==> src/rtl/bi_pkg.sv <==
package bi_pkg;
    typedef enum logic {
        ST_IDLE  = 1'b0,
        ST_PHASE = 1'b1
    } bi_state_e;
endpackage

==> src/rtl/bi_beat_counter.sv <==
module bi_beat_counter #(
    parameter int LEN_W = 8
) (
    input  logic             clk,
    input  logic             rst_n,
    input  logic             load,
    input  logic [LEN_W-1:0] load_len,
    input  logic             step,
    output logic             last
);
    typedef struct packed {
        logic [LEN_W-1:0] left;
    } regs_t;

    regs_t cnt_q, cnt_d;

    always_comb begin
        cnt_d = cnt_q;
        if (load) begin
            cnt_d.left = load_len;
        end else if (step && (cnt_q.left != '0)) begin
            cnt_d.left = cnt_q.left - 1'b1;
        end
    end

    always_ff @(posedge clk or negedge rst_n) begin
        if (!rst_n) begin
            cnt_q <= '0;
        end else begin
            cnt_q <= cnt_d;
        end
    end

    assign last = (cnt_q.left == {{(LEN_W-1){1'b0}}, 1'b1});
endmodule

==> src/rtl/bi_wait_timer.sv <==
module bi_wait_timer #(
    parameter int WAIT_W = 4
) (
    input  logic              clk,
    input  logic              rst_n,
    input  logic [WAIT_W-1:0] wait_cfg,
    input  logic              arm_start,
    input  logic              arm_next,
    input  logic              tick,
    output logic              expired,
    output logic              cfg_zero
);
    typedef struct packed {
        logic [WAIT_W-1:0] cnt;
    } regs_t;

    regs_t tm_q, tm_d;

    assign cfg_zero = (wait_cfg == '0);

    always_comb begin
        tm_d = tm_q;
        if (arm_start) begin
            tm_d.cnt = wait_cfg;
        end else if (arm_next) begin
            // the cycle spent loading the next word is part of the wait
            tm_d.cnt = cfg_zero ? '0 : (wait_cfg - 1'b1);
        end else if (tick && (tm_q.cnt != '0)) begin
            tm_d.cnt = tm_q.cnt - 1'b1;
        end
    end

    always_ff @(posedge clk or negedge rst_n) begin
        if (!rst_n) begin
            tm_q <= '0;
        end else begin
            tm_q <= tm_d;
        end
    end

    assign expired = (tm_q.cnt == '0);
endmodule

==> src/rtl/bi_rd_capture.sv <==
module bi_rd_capture #(
    parameter int DATA_W = 32
) (
    input  logic              clk,
    input  logic              rst_n,
    input  logic              capture,
    input  logic [DATA_W-1:0] ad_in,
    output logic              rd_valid,
    output logic [DATA_W-1:0] rd_data
);
    typedef struct packed {
        logic              vld;
        logic [DATA_W-1:0] word;
    } regs_t;

    regs_t cap_q, cap_d;

    always_comb begin
        cap_d     = cap_q;
        cap_d.vld = capture;
        if (capture) begin
            cap_d.word = ad_in;
        end
    end

    always_ff @(posedge clk or negedge rst_n) begin
        if (!rst_n) begin
            cap_q <= '0;
        end else begin
            cap_q <= cap_d;
        end
    end

    assign rd_valid = cap_q.vld;
    assign rd_data  = cap_q.word;
endmodule

==> src/rtl/bi_phase_ctrl.sv <==
module bi_phase_ctrl
    import bi_pkg::*;
#(
    parameter int DATA_W = 32,
    parameter int LANES  = DATA_W / 8
) (
    input  logic              clk,
    input  logic              rst_n,
    input  logic              req_valid,
    input  logic              req_len_nz,
    input  logic              req_write,
    input  logic [LANES-1:0]  req_rd_be,
    input  logic              wr_valid,
    input  logic [DATA_W-1:0] wr_data,
    input  logic [LANES-1:0]  wr_be,
    input  logic              trdy_n,
    input  logic              last_beat,
    input  logic              wait_done,
    input  logic              wait_zero,
    output logic              accept,
    output logic              complete,
    output logic              wr_ready,
    output logic              wait_tick,
    output logic              busy,
    output logic              done,
    output logic              irdy_n,
    output logic              ad_oe,
    output logic [DATA_W-1:0] ad_out,
    output logic [LANES-1:0]  cbe_n
);
    typedef struct packed {
        bi_state_e         st;
        logic              irdy;
        logic              oe;
        logic              is_wr;
        logic              done;
        logic [LANES-1:0]  rd_be;
        logic [LANES-1:0]  cbe_n;
        logic [DATA_W-1:0] ad;
    } regs_t;

    regs_t ph_q, ph_d;
    logic  word_avail;

    assign word_avail = ph_q.is_wr ? wr_valid : 1'b1;

    always_comb begin
        ph_d      = ph_q;
        ph_d.done = 1'b0;
        accept    = 1'b0;
        wr_ready  = 1'b0;
        wait_tick = 1'b0;
        complete  = (ph_q.st == ST_PHASE) && ph_q.irdy && !trdy_n;

        case (ph_q.st)
            ST_IDLE: begin
                if (req_valid && req_len_nz) begin
                    accept      = 1'b1;
                    ph_d.st     = ST_PHASE;
                    ph_d.is_wr  = req_write;
                    ph_d.rd_be  = req_rd_be;
                    ph_d.oe     = req_write;
                end
            end
            default: begin
                if (!ph_q.irdy) begin
                    if (!wait_done) begin
                        wait_tick = 1'b1;
                    end else if (word_avail) begin
                        ph_d.irdy  = 1'b1;
                        ph_d.cbe_n = ph_q.is_wr ? ~wr_be : ~ph_q.rd_be;
                        ph_d.ad    = ph_q.is_wr ? wr_data : ph_q.ad;
                        wr_ready   = ph_q.is_wr;
                    end
                end else if (complete) begin
                    if (last_beat) begin
                        ph_d.st    = ST_IDLE;
                        ph_d.irdy  = 1'b0;
                        ph_d.oe    = 1'b0;
                        ph_d.cbe_n = '1;
                        ph_d.done  = 1'b1;
                    end else if (wait_zero && word_avail) begin
                        ph_d.cbe_n = ph_q.is_wr ? ~wr_be : ~ph_q.rd_be;
                        ph_d.ad    = ph_q.is_wr ? wr_data : ph_q.ad;
                        wr_ready   = ph_q.is_wr;
                    end else begin
                        ph_d.irdy = 1'b0;
                    end
                end
            end
        endcase
    end

    always_ff @(posedge clk or negedge rst_n) begin
        if (!rst_n) begin
            ph_q       <= '0;
            ph_q.st    <= ST_IDLE;
            ph_q.cbe_n <= '1;
        end else begin
            ph_q <= ph_d;
        end
    end

    assign busy   = (ph_q.st == ST_PHASE);
    assign done   = ph_q.done;
    assign irdy_n = ~ph_q.irdy;
    assign ad_oe  = ph_q.oe;
    assign ad_out = ph_q.ad;
    assign cbe_n  = ph_q.cbe_n;
endmodule

==> src/rtl/burst_initiator.sv <==
module burst_initiator #(
    parameter int DATA_W = 32,
    parameter int LEN_W  = 8,
    parameter int WAIT_W = 4,
    localparam int LANES = DATA_W / 8
) (
    input  logic              clk,
    input  logic              rst_n,
    input  logic              req_valid,
    input  logic              req_write,
    input  logic [LEN_W-1:0]  req_len,
    input  logic [LANES-1:0]  req_rd_be,
    input  logic [WAIT_W-1:0] wait_cfg,
    output logic              busy,
    output logic              done,
    input  logic              wr_valid,
    output logic              wr_ready,
    input  logic [DATA_W-1:0] wr_data,
    input  logic [LANES-1:0]  wr_be,
    output logic              rd_valid,
    output logic [DATA_W-1:0] rd_data,
    output logic [DATA_W-1:0] ad_out,
    output logic              ad_oe,
    input  logic [DATA_W-1:0] ad_in,
    output logic [LANES-1:0]  cbe_n,
    output logic              irdy_n,
    input  logic              trdy_n
);
    logic accept, complete, wait_tick;
    logic last_beat, wait_done, wait_zero;
    logic rd_capture;

    bi_phase_ctrl #(.DATA_W(DATA_W), .LANES(LANES)) u_ctrl (
        .clk        (clk),
        .rst_n      (rst_n),
        .req_valid  (req_valid),
        .req_len_nz (req_len != '0),
        .req_write  (req_write),
        .req_rd_be  (req_rd_be),
        .wr_valid   (wr_valid),
        .wr_data    (wr_data),
        .wr_be      (wr_be),
        .trdy_n     (trdy_n),
        .last_beat  (last_beat),
        .wait_done  (wait_done),
        .wait_zero  (wait_zero),
        .accept     (accept),
        .complete   (complete),
        .wr_ready   (wr_ready),
        .wait_tick  (wait_tick),
        .busy       (busy),
        .done       (done),
        .irdy_n     (irdy_n),
        .ad_oe      (ad_oe),
        .ad_out     (ad_out),
        .cbe_n      (cbe_n)
    );

    bi_beat_counter #(.LEN_W(LEN_W)) u_beats (
        .clk      (clk),
        .rst_n    (rst_n),
        .load     (accept),
        .load_len (req_len),
        .step     (complete),
        .last     (last_beat)
    );

    bi_wait_timer #(.WAIT_W(WAIT_W)) u_wait (
        .clk       (clk),
        .rst_n     (rst_n),
        .wait_cfg  (wait_cfg),
        .arm_start (accept),
        .arm_next  (complete && !last_beat),
        .tick      (wait_tick),
        .expired   (wait_done),
        .cfg_zero  (wait_zero)
    );

    assign rd_capture = complete && !ad_oe;

    bi_rd_capture #(.DATA_W(DATA_W)) u_rdcap (
        .clk      (clk),
        .rst_n    (rst_n),
        .capture  (rd_capture),
        .ad_in    (ad_in),
        .rd_valid (rd_valid),
        .rd_data  (rd_data)
    );
endmodule

==> config.mk <==
export PLATFORM = sky130hd
export DESIGN_NAME = burst_initiator
export DESIGN_NICKNAME = d
export VERILOG_FILES = /design/src/rtl/bi_pkg.sv /design/src/rtl/bi_beat_counter.sv /design/src/rtl/bi_wait_timer.sv /design/src/rtl/bi_rd_capture.sv /design/src/rtl/bi_phase_ctrl.sv /design/src/rtl/burst_initiator.sv
export SDC_FILE = /design/constraint.sdc
export NUM_CORES = 1
export LEC_CHECK = 0
export CAP_MARGIN = 20
export CORE_MARGIN = 1.5
export CORE_UTILIZATION = 45
export DETAILED_ROUTE_END_ITERATION = 8
export DONT_BUFFER_PORTS = 1
export SYNTH_ARGS = -nofsm -noshare
export SYNTH_HDL_FRONTEND = slang
export SYNTH_SLANG_ARGS = --single-unit
==> constraint.sdc <==
create_clock -name clk -period 4.2 [get_ports clk]
set_input_delay 1.05 -clock clk [delete_from_list [all_inputs] [get_ports clk]]
set_output_delay 1.05 -clock clk [all_outputs]
set_load 0.02 [all_outputs]
# ---- Word-level counts from Yosys, hierarchy flattened
# Cells that the tools add are included.
dict set report op_classes {
  n_eq_ne 8
  reduce_logical 25
  add_sub_neg 3
  n_mux 45
  bitwise 4
}
# operator count
set op_table {}
lappend op_table {{36-bit two-way mux} 5}
lappend op_table {{32-bit two-way mux} 2}
lappend op_table {{1-bit two-way mux} 28}
lappend op_table {{4-bit two-way mux} 6}
lappend op_table {{8-bit two-way mux} 2}
lappend op_table {{8-bit nonzero test} 2}
lappend op_table {{2-bit inequality test (second input constant)} 6}
lappend op_table {{8-bit by 1-bit equality test with 1-bit output (second input constant)} 1}
lappend op_table {{1-bit logical AND} 8}
lappend op_table {{4-bit logical NOT} 2}
lappend op_table {{4-bit inverter} 2}
lappend op_table {{2-bit nonzero test} 4}
lappend op_table {{4-bit by 1-bit subtractor with 4-bit output (second input constant)} 2}
lappend op_table {{8-bit by 1-bit subtractor with 8-bit output (second input constant)} 1}
lappend op_table {{6-bit AND reduction} 1}
lappend op_table {{5-bit AND reduction} 1}
lappend op_table {{4-bit AND reduction} 1}
lappend op_table {{4-bit nonzero test} 1}
lappend op_table {{1-bit logical NOT} 3}
lappend op_table {{3-bit two-way mux} 1}
lappend op_table {{3-bit inequality test (second input constant)} 1}
lappend op_table {{3-bit nonzero test} 1}
lappend op_table {{2-bit two-way mux} 1}
lappend op_table {{1-bit inverter} 2}
lappend op_table {{2-bit AND reduction} 1}
dict set report word_totals {
  register_bits 90
  out_inout_bits 74
  input_bits 90
  word_cells 97
}

# ---- Longest topological paths before layout
# Gate-level depths: netlist (run 1).
dict set report logic_depth {
  depth_word 8
  depth_mapped 8
  ltp_nobuf 6
}

# ---- Cells and area by module
# A second synthesis (run 1) with hierarchy kept.
dict set report hier_totals {
  cells_unflattened 343
  hier_area_um2 4509.3
}
# module area_each_um2 instances seq_area_each_um2 cells_per_inst
set modules_own_cells {}
lappend modules_own_cells {bi_phase_ctrl 2230.9 1 1131.1 170}
lappend modules_own_cells {bi_rd_capture 1370.1 1 825.8 69}
lappend modules_own_cells {bi_beat_counter 574.3 1 200.2 64}
lappend modules_own_cells {bi_wait_timer 305.3 1 100.1 35}
lappend modules_own_cells {burst_initiator 28.8 1 0.0 5}

# ---- Worst setup path after synthesis (run 1)
# No wires, ideal clock.
dict set report synth_path {
  path_kind {input to output}
  start {input port wait_cfg[0]}
  end {output port wr_ready}
  cell_stages 4
  setup_slack_ns 0.813
  n_path_buf 0
  required_ns 3.150
  t_arrival_ns 2.337
  path_cell_list {or3_4 -> nor3_2 -> nand2_1 -> a21boi_0}
}
dict set report synth_via {
  elab_chain_cells 7
}
# element line_no
set synth_rtl {}
lappend synth_rtl {{from (decl)} burst_initiator.sv:13} ;# input logic [WAIT_W-1:0] wait_cfg,
lappend synth_rtl {{4-bit logical NOT} bi_wait_timer.sv:19} ;# assign cfg_zero = (wait_cfg == '0);
lappend synth_rtl {{1-bit logical AND} bi_phase_ctrl.sv:82} ;# end else if (wait_zero && word_avail) begin
lappend synth_rtl {{1-bit two-way mux} bi_phase_ctrl.sv:82}
lappend synth_rtl {{1-bit two-way mux} bi_phase_ctrl.sv:76} ;# if (last_beat) begin
lappend synth_rtl {{1-bit two-way mux} bi_phase_ctrl.sv:75} ;# end else if (complete) begin
lappend synth_rtl {{1-bit two-way mux} bi_phase_ctrl.sv:66} ;# if (!ph_q.irdy) begin
lappend synth_rtl {{1-bit two-way mux} bi_phase_ctrl.sv:55} ;# case (ph_q.st)
lappend synth_rtl {{to (decl)} burst_initiator.sv:17} ;# output logic wr_ready,
# No other way between the ends.

# ---- Final worst setup path (run 1)
dict set report layout_path {
  start {register u_ctrl.ph_q (netlist bit u_ctrl.busy)}
  end {output port wr_ready}
}
dict set report layout_via {
  elab_chain_cells 5
}
# element line_no
set layout_rtl {}
lappend layout_rtl {{from (decl)} bi_phase_ctrl.sv:42} ;# regs_t ph_q, ph_d;
lappend layout_rtl {{from (signal assigned)} bi_phase_ctrl.sv:100} ;# ph_q <= ph_d;
lappend layout_rtl {{1-bit logical AND (2 in a row)} bi_phase_ctrl.sv:53} ;# complete = (ph_q.st == ST_PHASE) && ph_q.irdy && !trdy_n;
lappend layout_rtl {{1-bit two-way mux} bi_phase_ctrl.sv:75}
lappend layout_rtl {{1-bit two-way mux} bi_phase_ctrl.sv:66}
lappend layout_rtl {{1-bit two-way mux *} bi_phase_ctrl.sv:55}
# Mark *: on every way between the ends. The rest lies on a longest branch, timed or not.

==> key figures, run 1 <==
Floorplan
  – Io pins: 164
  – Initial core utilization: 0.459
  – Standard-cell row count: 38
  – Core Area: around 0.011 mm²
  – Die Span Y: between 100 and 150 µm
  – Die width: around 110 µm
  – Die area: between 0.01 and 0.015 mm²

GRT
  – First-pass GRT wire length: 18400 µm
  – Largest net degree at the start of global routing: about 100
  – GRT Residual Overflow: 0
  – Total track usage: 0.200
  – Vias in the first global route: ~3500
  – Initial antenna violation count: 0

Timing
  – Final setup TNS: 0 ps
  – Worst-margin pin slew: roughly 950 ps
  – Final hold violation count: 0
  – Min Tclk post-route: between 3000 and 4000 ps
  – Clock skew: just over 10 ps
  – Max-slew violations: 0
  – Rel. slew slack: 0.369
  – Final setup fails: 0
  – Maximum clock rate: roughly 300 MHz
  – Fin crit share: 0.804
  – RSZ-0062 raised after global routing: false

Detailed routing
  – 1st-pass router iterations: 4
  – Via count: approximately 3600
  – Vias/cell: 6.23
  – # DRC: 0
  – ANT nets after route: 0
  – Final wirelength: between 10000 and 15000 µm
  – WL/cell: around 20 µm
  – Initial DRC count: around 260

Flow run
  – Max Cap Violations: 0

Worst setup path
  – Critical Path Start: u_ctrl.busy
  – Crit path DAT: between 2000 and 2500 ps
  – Worst setup EP type: primary output
  – Critical path class: register to primary output
  – Startpoint Class: register
  – CP required: ~3200 ps
  – R2R Path Start: u_beats.cnt_q[1]
  – Worst-path fanout max: 33

Clocking
  – Clk slew on worst S/H paths: 90 ps
  – Max Root-Sink Buffers: 2
  – CTS sink cnt: 90
  – CTS buffer count: 9
  – H-Tree Depth: 3
  – # hold bufs at CTS: 0
  – Post-CTS Setup Inserts: 0
  – Clk_lat worst skew: roughly 360 ps
  – TritonCTS clock tree: built
  – Post-cts resize count: 0
  – CTS root buf: clkbuf_8

Synthesis
  – Mean Syn Cell Area: ~10 µm²
  – Sequential area share after synthesis: 0.455
  – Cells after Synth: around 500
  – Synthesis warning total: 0
  – Cell area after synthesis: between 0.004 and 0.005 mm²
  – Number of synthesized flops with an enable pin: 0
  – Synth Register Bits: 90
  – Synthesized net count: around 600
  – Share of flip-flops with an asynchronous set or reset: 1.00
  – Yosys cell types: 47
  – Prevailing post-synth register cell: dfrtp_1

Power
  – Power per cell area: 685 mW/mm²
  – Leak Pwr: 1.81 nW
  – Worst VDD drop: 0.298 mV

Final layout
  – Share of cells above drive strength 1: 0.172
  – Commonest non-fill, non-tap cell in the layout: dfrtp_1
  – # nets final: 532
  – Area delta synth->final: -0.177%
  – Final Cell Area: between 0.004 and 0.005 mm²
  – Most frequent cells in the layout: dfrtp_1 (85), nor2b_1 (36), mux2_2 (36)
  – Fill cell count: around 1000
  – Antenna cells: 0

Worst hold path
  – Hold Path Class: input pin to asynchronous set/reset pin

Placed design
  – Final GP Congestion: 0.786
  – I/O Buffers: 0
  – Placed Area: between 0.004 and 0.005 mm²
  – Post-DP HPWL: between 7000 and 8000 µm

Outcome
  – Status: finished clean
## metrics by stage
step	total power, W	instances	hold slack, ps	setup WS [ps]	util
5_1_grt	0.00363	583	356	639	0.458
3_5_place_dp	0.00286	567	477	1020	0.442
3_3_place_gp	0.00280	567	466	1080	0.442
6_report	0.00339	583	380	825	0.458
2_1_floorplan	0.00268	495	442	813	-
4_1_cts	0.00342	583	361	797	0.458
## power by group
group	internal [W]	total (W)	switching [W]
Sequential	0.00118	0.00171	0.000530
Combinational	0.000528	0.00113	0.000599
Clock	0.000247	0.000555	0.000308
Total	0.00195	0.00339	0.00144
## state kept, by name, indices dropped and copies added (netlist names)
register / cells
u_ctrl.ph_q: 6
u_ctrl.busy: 1
u_ctrl.ad_oe: 1
u_wait.tm_q: 4
u_rdcap.rd_data: 32
u_beats.cnt_q: 8
u_rdcap.rd_valid: 1
u_ctrl.done: 1
u_ctrl.ad_out: 32
u_ctrl.cbe_n: 4
## logic make-up (layout without fill, tap and decap cells)
group,Yosys count,after routing,synth area share
DFF,90,90,0.455
buffers and inverters,89,37,0.0992
xor gates and xnor gates,2,2,0.00354
AOI/OAI and AO/OA,106,106,0.153
and+or+nand+nor,164,164,0.189
muxes,40,40,0.0899
adders and majority gates,4,4,0.0101
## worst max-delay path: stages, from the launching register on
cell	delay, ps
dfrtp_1	680
nor2b_1	420
nand3_1	120
buf_4	270
a21boi_0	280
buf_4	190
## layout make-up
cell class                 instances  area (µm²)  share of cell area
multi-input combinational        316        2220               0.449
clock buffer                      12         155              0.0314
tap                              140         175              0.0354
sequential                        90        2260               0.457
timing repair buffer               9        67.6              0.0137
inverter                          12        45.0             0.00910
clock inverter                     4        26.3             0.00531
## routing by layer
metal | global-route usage | routed length (µm) | share of wire | vias up
met5 | 0 | 0 | 0 | -
met4 | 0.0742 | 182 | 0.015 | 0
met3 | 0.0506 | 909 | 0.077 | 12
met2 | 0.319 | 5810 | 0.49 | 132
met1 | 0.264 | 4850 | 0.41 | 1805
li1 | - | - | - | 1686
## path summary, 6_finish.rpt
kind	endpoint	slack, ps	cells past startpoint
max reg2reg	u_wait.tm_q[3]	1880	7
min reg2reg	u_ctrl.ph_q[38]	490	2
max	wr_ready	830	5
min in group clk	u_ctrl.ph_q[38]	490	2
max in group asynchronous	u_ctrl.cbe_n[2]	3600	0
min	u_ctrl.ad_out[17]	380	0
## cell usage after synthesis (3+ instances only)
| cell | count | share of area |
|---|---|---|
| clkbuf_1 | 29 | 0.022 |
| mux2i_1 | 4 | 0.0081 |
| dfstp_2 | 4 | 0.021 |
| nor3_1 | 3 | 0.0030 |
| buf_2 | 9 | 0.0091 |
| o21ai_0 | 6 | 0.0061 |
| nor2b_1 | 36 | 0.045 |
| or4_1 | 4 | 0.0061 |
| a22o_1 | 4 | 0.0071 |
| buf_4 | 39 | 0.059 |
| a32oi_1 | 4 | 0.0071 |
| nand2_1 | 23 | 0.017 |
| nand4_1 | 32 | 0.040 |
| nor3b_1 | 3 | 0.0045 |
| o211ai_1 | 35 | 0.053 |
| a31oi_1 | 35 | 0.044 |
| inv_1 | 12 | 0.0091 |
| nand3_1 | 35 | 0.035 |
| a21oi_1 | 4 | 0.0040 |
| dfrtp_1 | 86 | 0.43 |
| ha_1 | 4 | 0.010 |
| mux2_2 | 36 | 0.082 |
| a221o_1 | 6 | 0.012 |
| nor2_1 | 11 | 0.0083 |
| or3_1 | 3 | 0.0038 |
Note: power is estimated with default switching activity, not from simulation.
==> run 2: changes to the inputs <==
clock period = 3.5 ns   (was 4.2 ns; I/O delays follow)
==> key figures, run 2 (synthesis gave the netlist of run 1 again) <==
Placed design
  – Final GP Congestion: 0.774 (-1.6%)
  – I/O Buffers: 0 (unchanged)
  – Post-DP HPWL: 7630 µm (+0.64%)
  – Placed Area: 0.00477 mm² (unchanged)

Timing
  – Clock skew: 8.64 ps (-1.57 ps)
  – Worst-margin pin slew: 930 ps (-15.9 ps)
  – Min Tclk post-route: roughly 2900 ps
  – Maximum clock rate: around 350 MHz
  – Final hold violation count: 0 (unchanged)
  – RSZ-0062 raised after global routing: false
  – Final setup TNS: 0 ps (unchanged)
  – Fin crit share: 0.822
  – Rel. slew slack: 0.380 (+0.0106)
  – Final setup fails: 0 (unchanged)
  – Max-slew violations: 0 (unchanged)

Floorplan
  – Initial core utilization: 0.459 (unchanged)
  – Die width: 108 µm (unchanged)
  – Core Area: 0.0108 mm² (unchanged)
  – Io pins: 164 (unchanged)
  – Die Span Y: 108 µm (unchanged)
  – Standard-cell row count: 38 (unchanged)
  – Die area: 0.0117 mm² (unchanged)

Final layout
  – Most frequent cells in the layout: dfrtp_1 (85), nor2b_1 (36), mux2_2 (36)
  – Sequential cell area: 0.00226 mm² (unchanged)
  – # nets final: 532 (unchanged)
  – Area delta synth->final: 0.202%
  – Fill cell count: 1012 (-2.0%)
  – Commonest non-fill, non-tap cell in the layout: dfrtp_1
  – Footprint of the multi-input gates: 0.00222 mm² (unchanged)
  – Final Cell Area: 0.00497 mm² (+0.38%)
  – Share of cells above drive strength 1: 0.172 (unchanged)
  – Antenna cells: 0 (unchanged)

Detailed routing
  – # DRC: 0 (unchanged)
  – Initial DRC count: 284 (+11%)
  – Via count: 3653 (+0.50%)
  – Final wirelength: 11700 µm (about the same)
  – ANT nets after route: 0 (unchanged)
  – Vias/cell: 6.27 (+0.50%)
  – 1st-pass router iterations: 4 (unchanged)
  – WL/cell: 20.1 µm (about the same)

Worst setup path
  – Crit path DAT: 2000 ps (-320 ps)
  – Startpoint Class: register
  – Worst setup EP type: primary output
  – Critical path class: register to primary output
  – Worst-path fanout max: 11 (-67%)
  – CP required: 2620 ps (-530 ps)

GRT
  – Total track usage: 0.204 (+0.00361)
  – GRT Residual Overflow: 0 (unchanged)
  – First-pass GRT wire length: 18500 µm (+0.83%)
  – Initial antenna violation count: 0 (unchanged)
  – Vias in the first global route: 3576 (+1.4%)
  – Largest net degree at the start of global routing: 103 (unchanged)

Clocking
  – CTS root buf: clkbuf_8
  – TritonCTS clock tree: built
  – Clk slew on worst S/H paths: 90 ps (about the same)
  – Max Root-Sink Buffers: 2 (unchanged)
  – # hold bufs at CTS: 0 (unchanged)
  – Post-CTS Setup Inserts: 0 (unchanged)
  – CTS sink cnt: 90 (unchanged)
  – Post-cts resize count: 0 (unchanged)
  – Clk_lat worst skew: 360 ps (about the same)
  – CTS buffer count: 9 (unchanged)
  – H-Tree Depth: 3 (unchanged)

Outcome
  – Status: finished clean

Power
  – Worst VDD drop: 0.360 mV (+21%)
  – Leak Pwr: 1.82 nW (+0.28%)
  – Power per cell area: 831 mW/mm² (+21%)

Flow run
  – Max Cap Violations: 0 (unchanged)

Worst hold path
  – Hold Path Class: input pin to asynchronous set/reset pin
## run 2: cell types whose count changed in the layout (fill, tap and decap cells not counted)
cell / before / now
bufinv_16: 0 / 1
clkbuf_8: 11 / 9
clkinv_2: 2 / 0
clkinv_4: 1 / 2
inv_6: 0 / 2
## run 2: final cells by class
cell class / instances / area share
Tap cell: 140 / 0.0353
Multi-Input combinational cell: 316 / 0.447
Clock inverter: 6 / 0.0146
Timing Repair Buffer: 9 / 0.0136
Clock buffer: 10 / 0.0257
Sequential cell: 90 / 0.455
Inverter: 12 / 0.00907
## run 2: report_power, final
group	total (W)	switching, W	internal, W
logic	0.00135	0.000712	0.000634
clock network	0.000733	0.000394	0.000338
registers	0.00205	0.000636	0.00141
## run 2: path summary, 6_finish.rpt
path                            startpoint                end  slack [ps]  depth (start not counted)
setup / recovery               u_ctrl.busy           wr_ready         620                          4
hold / removal                       rst_n  u_ctrl.ad_out[17]         200                          0
setup reg to reg               u_ctrl.busy   u_beats.cnt_q[0]        1280                          4
hold reg to reg            u_ctrl.ph_q[38]    u_ctrl.ph_q[38]         490                          2
max in group asynchronous            rst_n    u_ctrl.cbe_n[2]        3080                          0
min in group clk           u_ctrl.ph_q[38]    u_ctrl.ph_q[38]         490                          2
## run 2: layer usage
layer  track usage  wire [µm]  vias to the layer above
met1         0.265       4750                     1796
met5             0          0                        -
met2         0.316       5690                      151
li1              -          -                     1684
met3        0.0530        981                       22
met4        0.0987        327                        0
## run 2: critical path, cell delays in order, from the launching register on
cell      delay, ps
dfrtp_1         680
nor2b_1         440
nand3_1         150
a21boi_0        200
buf_4           180
## run 2: per-stage QoR
| step | setup slack [ps] | hold WS (ps) | power, W | cells | util |
|---|---|---|---|---|---|
| 2_1_floorplan | 463 | 442 | 0.00322 | 495 | - |
| 3_3_place_gp | 761 | 467 | 0.00336 | 567 | 0.442 |
| 3_5_place_dp | 750 | 477 | 0.00343 | 567 | 0.442 |
| 4_1_cts | 553 | 173 | 0.00417 | 583 | 0.460 |
| 5_1_grt | 424 | 165 | 0.00442 | 583 | 0.460 |
| 6_report | 623 | 199 | 0.00413 | 583 | 0.460 |
==> run 3: changes to the inputs <==
clock period = 2.7 ns   (was 3.5 ns; I/O delays follow)
==> key figures, run 3 (synthesis gave the netlist of run 1 again) <==
Power
  – Power per cell area: 1080 mW/mm² (+29%)
  – Switching Fraction: 0.424 (+0.00167)
  – Reg power frac: 0.487 (-0.009)
  – Sw Pwr: 0.00230 W (+32%)
  – Clock power share: 0.176 (about the same)
  – Pint: 0.00313 W (+31%)
  – Worst VDD drop: 0.478 mV (+33%)
  – Logic pwr share: 0.336 (+0.010)
  – Leak Pwr: 1.86 nW (+2.5%)

Worst setup path
  – Worst setup EP type: primary output
  – CP Cell Sequence: nor2b_1, nand3_1, a21boi_0, buf_4
  – Delay-heaviest family, CP: simple AND/OR/NAND/NOR gates
  – Worst-path fanout max: 9 (-2)
  – CP required: 2030 ps (-590 ps)
  – Startpoint Class: register
  – Worst-case reg-to-reg path depth: 8 (+4)
  – Critical path class: register to primary output
  – Crit path DAT: 1840 ps (-160 ps)
  – CP max stage delay: 520 ps (-160 ps)
  – WP buf/inv: 1 (unchanged)
  – CP Depth: 4 (unchanged)
  – CP max stage cell: dfrtp_1

Timing
  – RSZ-0062 raised after global routing: false
  – Clock skew: 8.85 ps (+0.210 ps)
  – Worst-margin pin slew: 934 ps (+4.06 ps)
  – Final setup fails: 0 (unchanged)
  – Max-slew violations: 0 (unchanged)
  – Fin crit share: 0.933
  – Final setup TNS: 0 ps (unchanged)
  – Min Tclk post-route: between 2000 and 3000 ps
  – Final hold violation count: 0 (unchanged)
  – Rel. slew slack: 0.377 (-0.00271)
  – Maximum clock rate: between 300 and 400 MHz

Floorplan
  – Initial core utilization: 0.459 (unchanged)
  – Die width: 108 µm (unchanged)
  – Standard-cell row count: 38 (unchanged)
  – Die Span Y: 108 µm (unchanged)
  – Io pins: 164 (unchanged)
  – Die area: 0.0117 mm² (unchanged)
  – Core Area: 0.0108 mm² (unchanged)

GRT
  – Initial antenna violation count: 0 (unchanged)
  – First-pass GRT wire length: 18300 µm (-1.1%)
  – Largest net degree at the start of global routing: 102 (-0.97%)
  – Total track usage: 0.201 (-0.00279)
  – GRT Residual Overflow: 0 (unchanged)
  – Vias in the first global route: 3553 (-0.64%)

Final layout
  – Most frequent cells in the layout: dfrtp_1 (85), nor2b_1 (36), mux2_2 (36)
  – # nets final: 539 (+1.3%)
  – Share of cells above drive strength 1: 0.184 (+0.0129)
  – Fin util: 0.468 (+0.00800)
  – Antenna cells: 0 (unchanged)
  – Area delta synth->final: 1.94%
  – Fill cell count: 1006 (-0.59%)
  – Commonest non-fill, non-tap cell in the layout: dfrtp_1

Clocking
  – CTS buffer count: 9 (unchanged)
  – CTS sink cnt: 90 (unchanged)
  – CTS root buf: clkbuf_8
  – H-Tree Depth: 3 (unchanged)
  – Clk slew on worst S/H paths: 100 ps (about the same)
  – Clk_lat worst skew: 360 ps (about the same)
  – TritonCTS clock tree: built
  – Max Root-Sink Buffers: 2 (unchanged)
  – Post-cts resize count: 0 (unchanged)

Detailed routing
  – 1st-pass router iterations: 4 (unchanged)
  – ANT nets after route: 0 (unchanged)
  – Vias/cell: 6.24 (-0.43%)
  – Via count: 3681 (+0.77%)
  – Initial DRC count: 293 (+3.2%)
  – Final wirelength: 12000 µm (+2.1%)
  – WL/cell: 20.3 µm (+0.90%)
  – # DRC: 0 (unchanged)

Placed design
  – Post-DP HPWL: 7700 µm (+0.96%)
  – Final GP Congestion: 0.769 (-0.53%)
  – I/O Buffers: 0 (unchanged)

Outcome
  – Status: finished clean

Worst hold path
  – Hold Path Class: input pin to asynchronous set/reset pin

Flow run
  – Max Cap Violations: 0 (unchanged)
[run 3: cell count changes in the layout (fill, tap and decap cells not counted)]
cell / delta
buf_12: +1
buf_16: +1
buf_4: +5
clkinv_4: -1
clkinvlp_4: +1
inv_6: -1
inv_8: +1
[run 3: layout make-up]
cell class                      instances  area [µm²]  share of cell area
Sequential cell                        90        2260               0.447
Multi-Input combinational cell        316        2220               0.439
Tap cell                              140         175              0.0347
Timing Repair Buffer                   16         153              0.0302
Clock buffer                           10         128              0.0253
Clock inverter                          6        73.8              0.0146
Inverter                               12        45.0             0.00892
[run 3: worst paths after layout]
check	start	to	slack [ps]
hold reg to reg	u_ctrl.ph_q[38]	u_ctrl.ph_q[38]	480
hold / removal	rst_n	u_ctrl.cbe_n[1]	140
setup reg to reg	u_beats.cnt_q[1]	u_wait.tm_q[1]	690
max in group asynchronous	rst_n	u_ctrl.ph_q[41]	2130
setup / recovery	u_ctrl.busy	wr_ready	180
min in group clk	req_rd_be[1]	u_ctrl.ph_q[37]	410
[run 3: layer usage]
metal	part of all wire	routed length, µm	up-vias	global-route usage
li1	-	-	1697	-
met1	0.42	5020	1844	0.258
met2	0.49	5920	124	0.322
met3	0.070	841	16	0.0591
met4	0.018	213	0	0.0733
met5	0	0	-	0
[run 3: power groups by stage]
stage | clock network [W] | registers (W) | logic, W
after global routing | 0.00106 | 0.00272 | 0.00203
after global placement | 0 | 0.00266 | 0.00172
after detailed placement | 0 | 0.00269 | 0.00180
after CTS | 0.000988 | 0.00266 | 0.00184
after floorplan | 0 | 0.00244 | 0.00174
final | 0.000958 | 0.00265 | 0.00183
[run 3: repair_timing]
item / CTS / global route
hold buffers: 1 / 0
buffers inserted: 0 / 0
hold endpoints to repair: 86 / 0
[run 3: metrics by stage]
stage	power (W)	area [µm²]	hold slack, ps	instances	worst slack, ps
floorplan	0.00417	4960	379	495	63.1
global placement	0.00438	4820	381	573	361
detailed placement	0.00449	4820	381	573	357
CTS	0.00549	5050	116	590	167
global route	0.00581	5050	104	590	39.6
finish	0.00544	5050	141	590	181
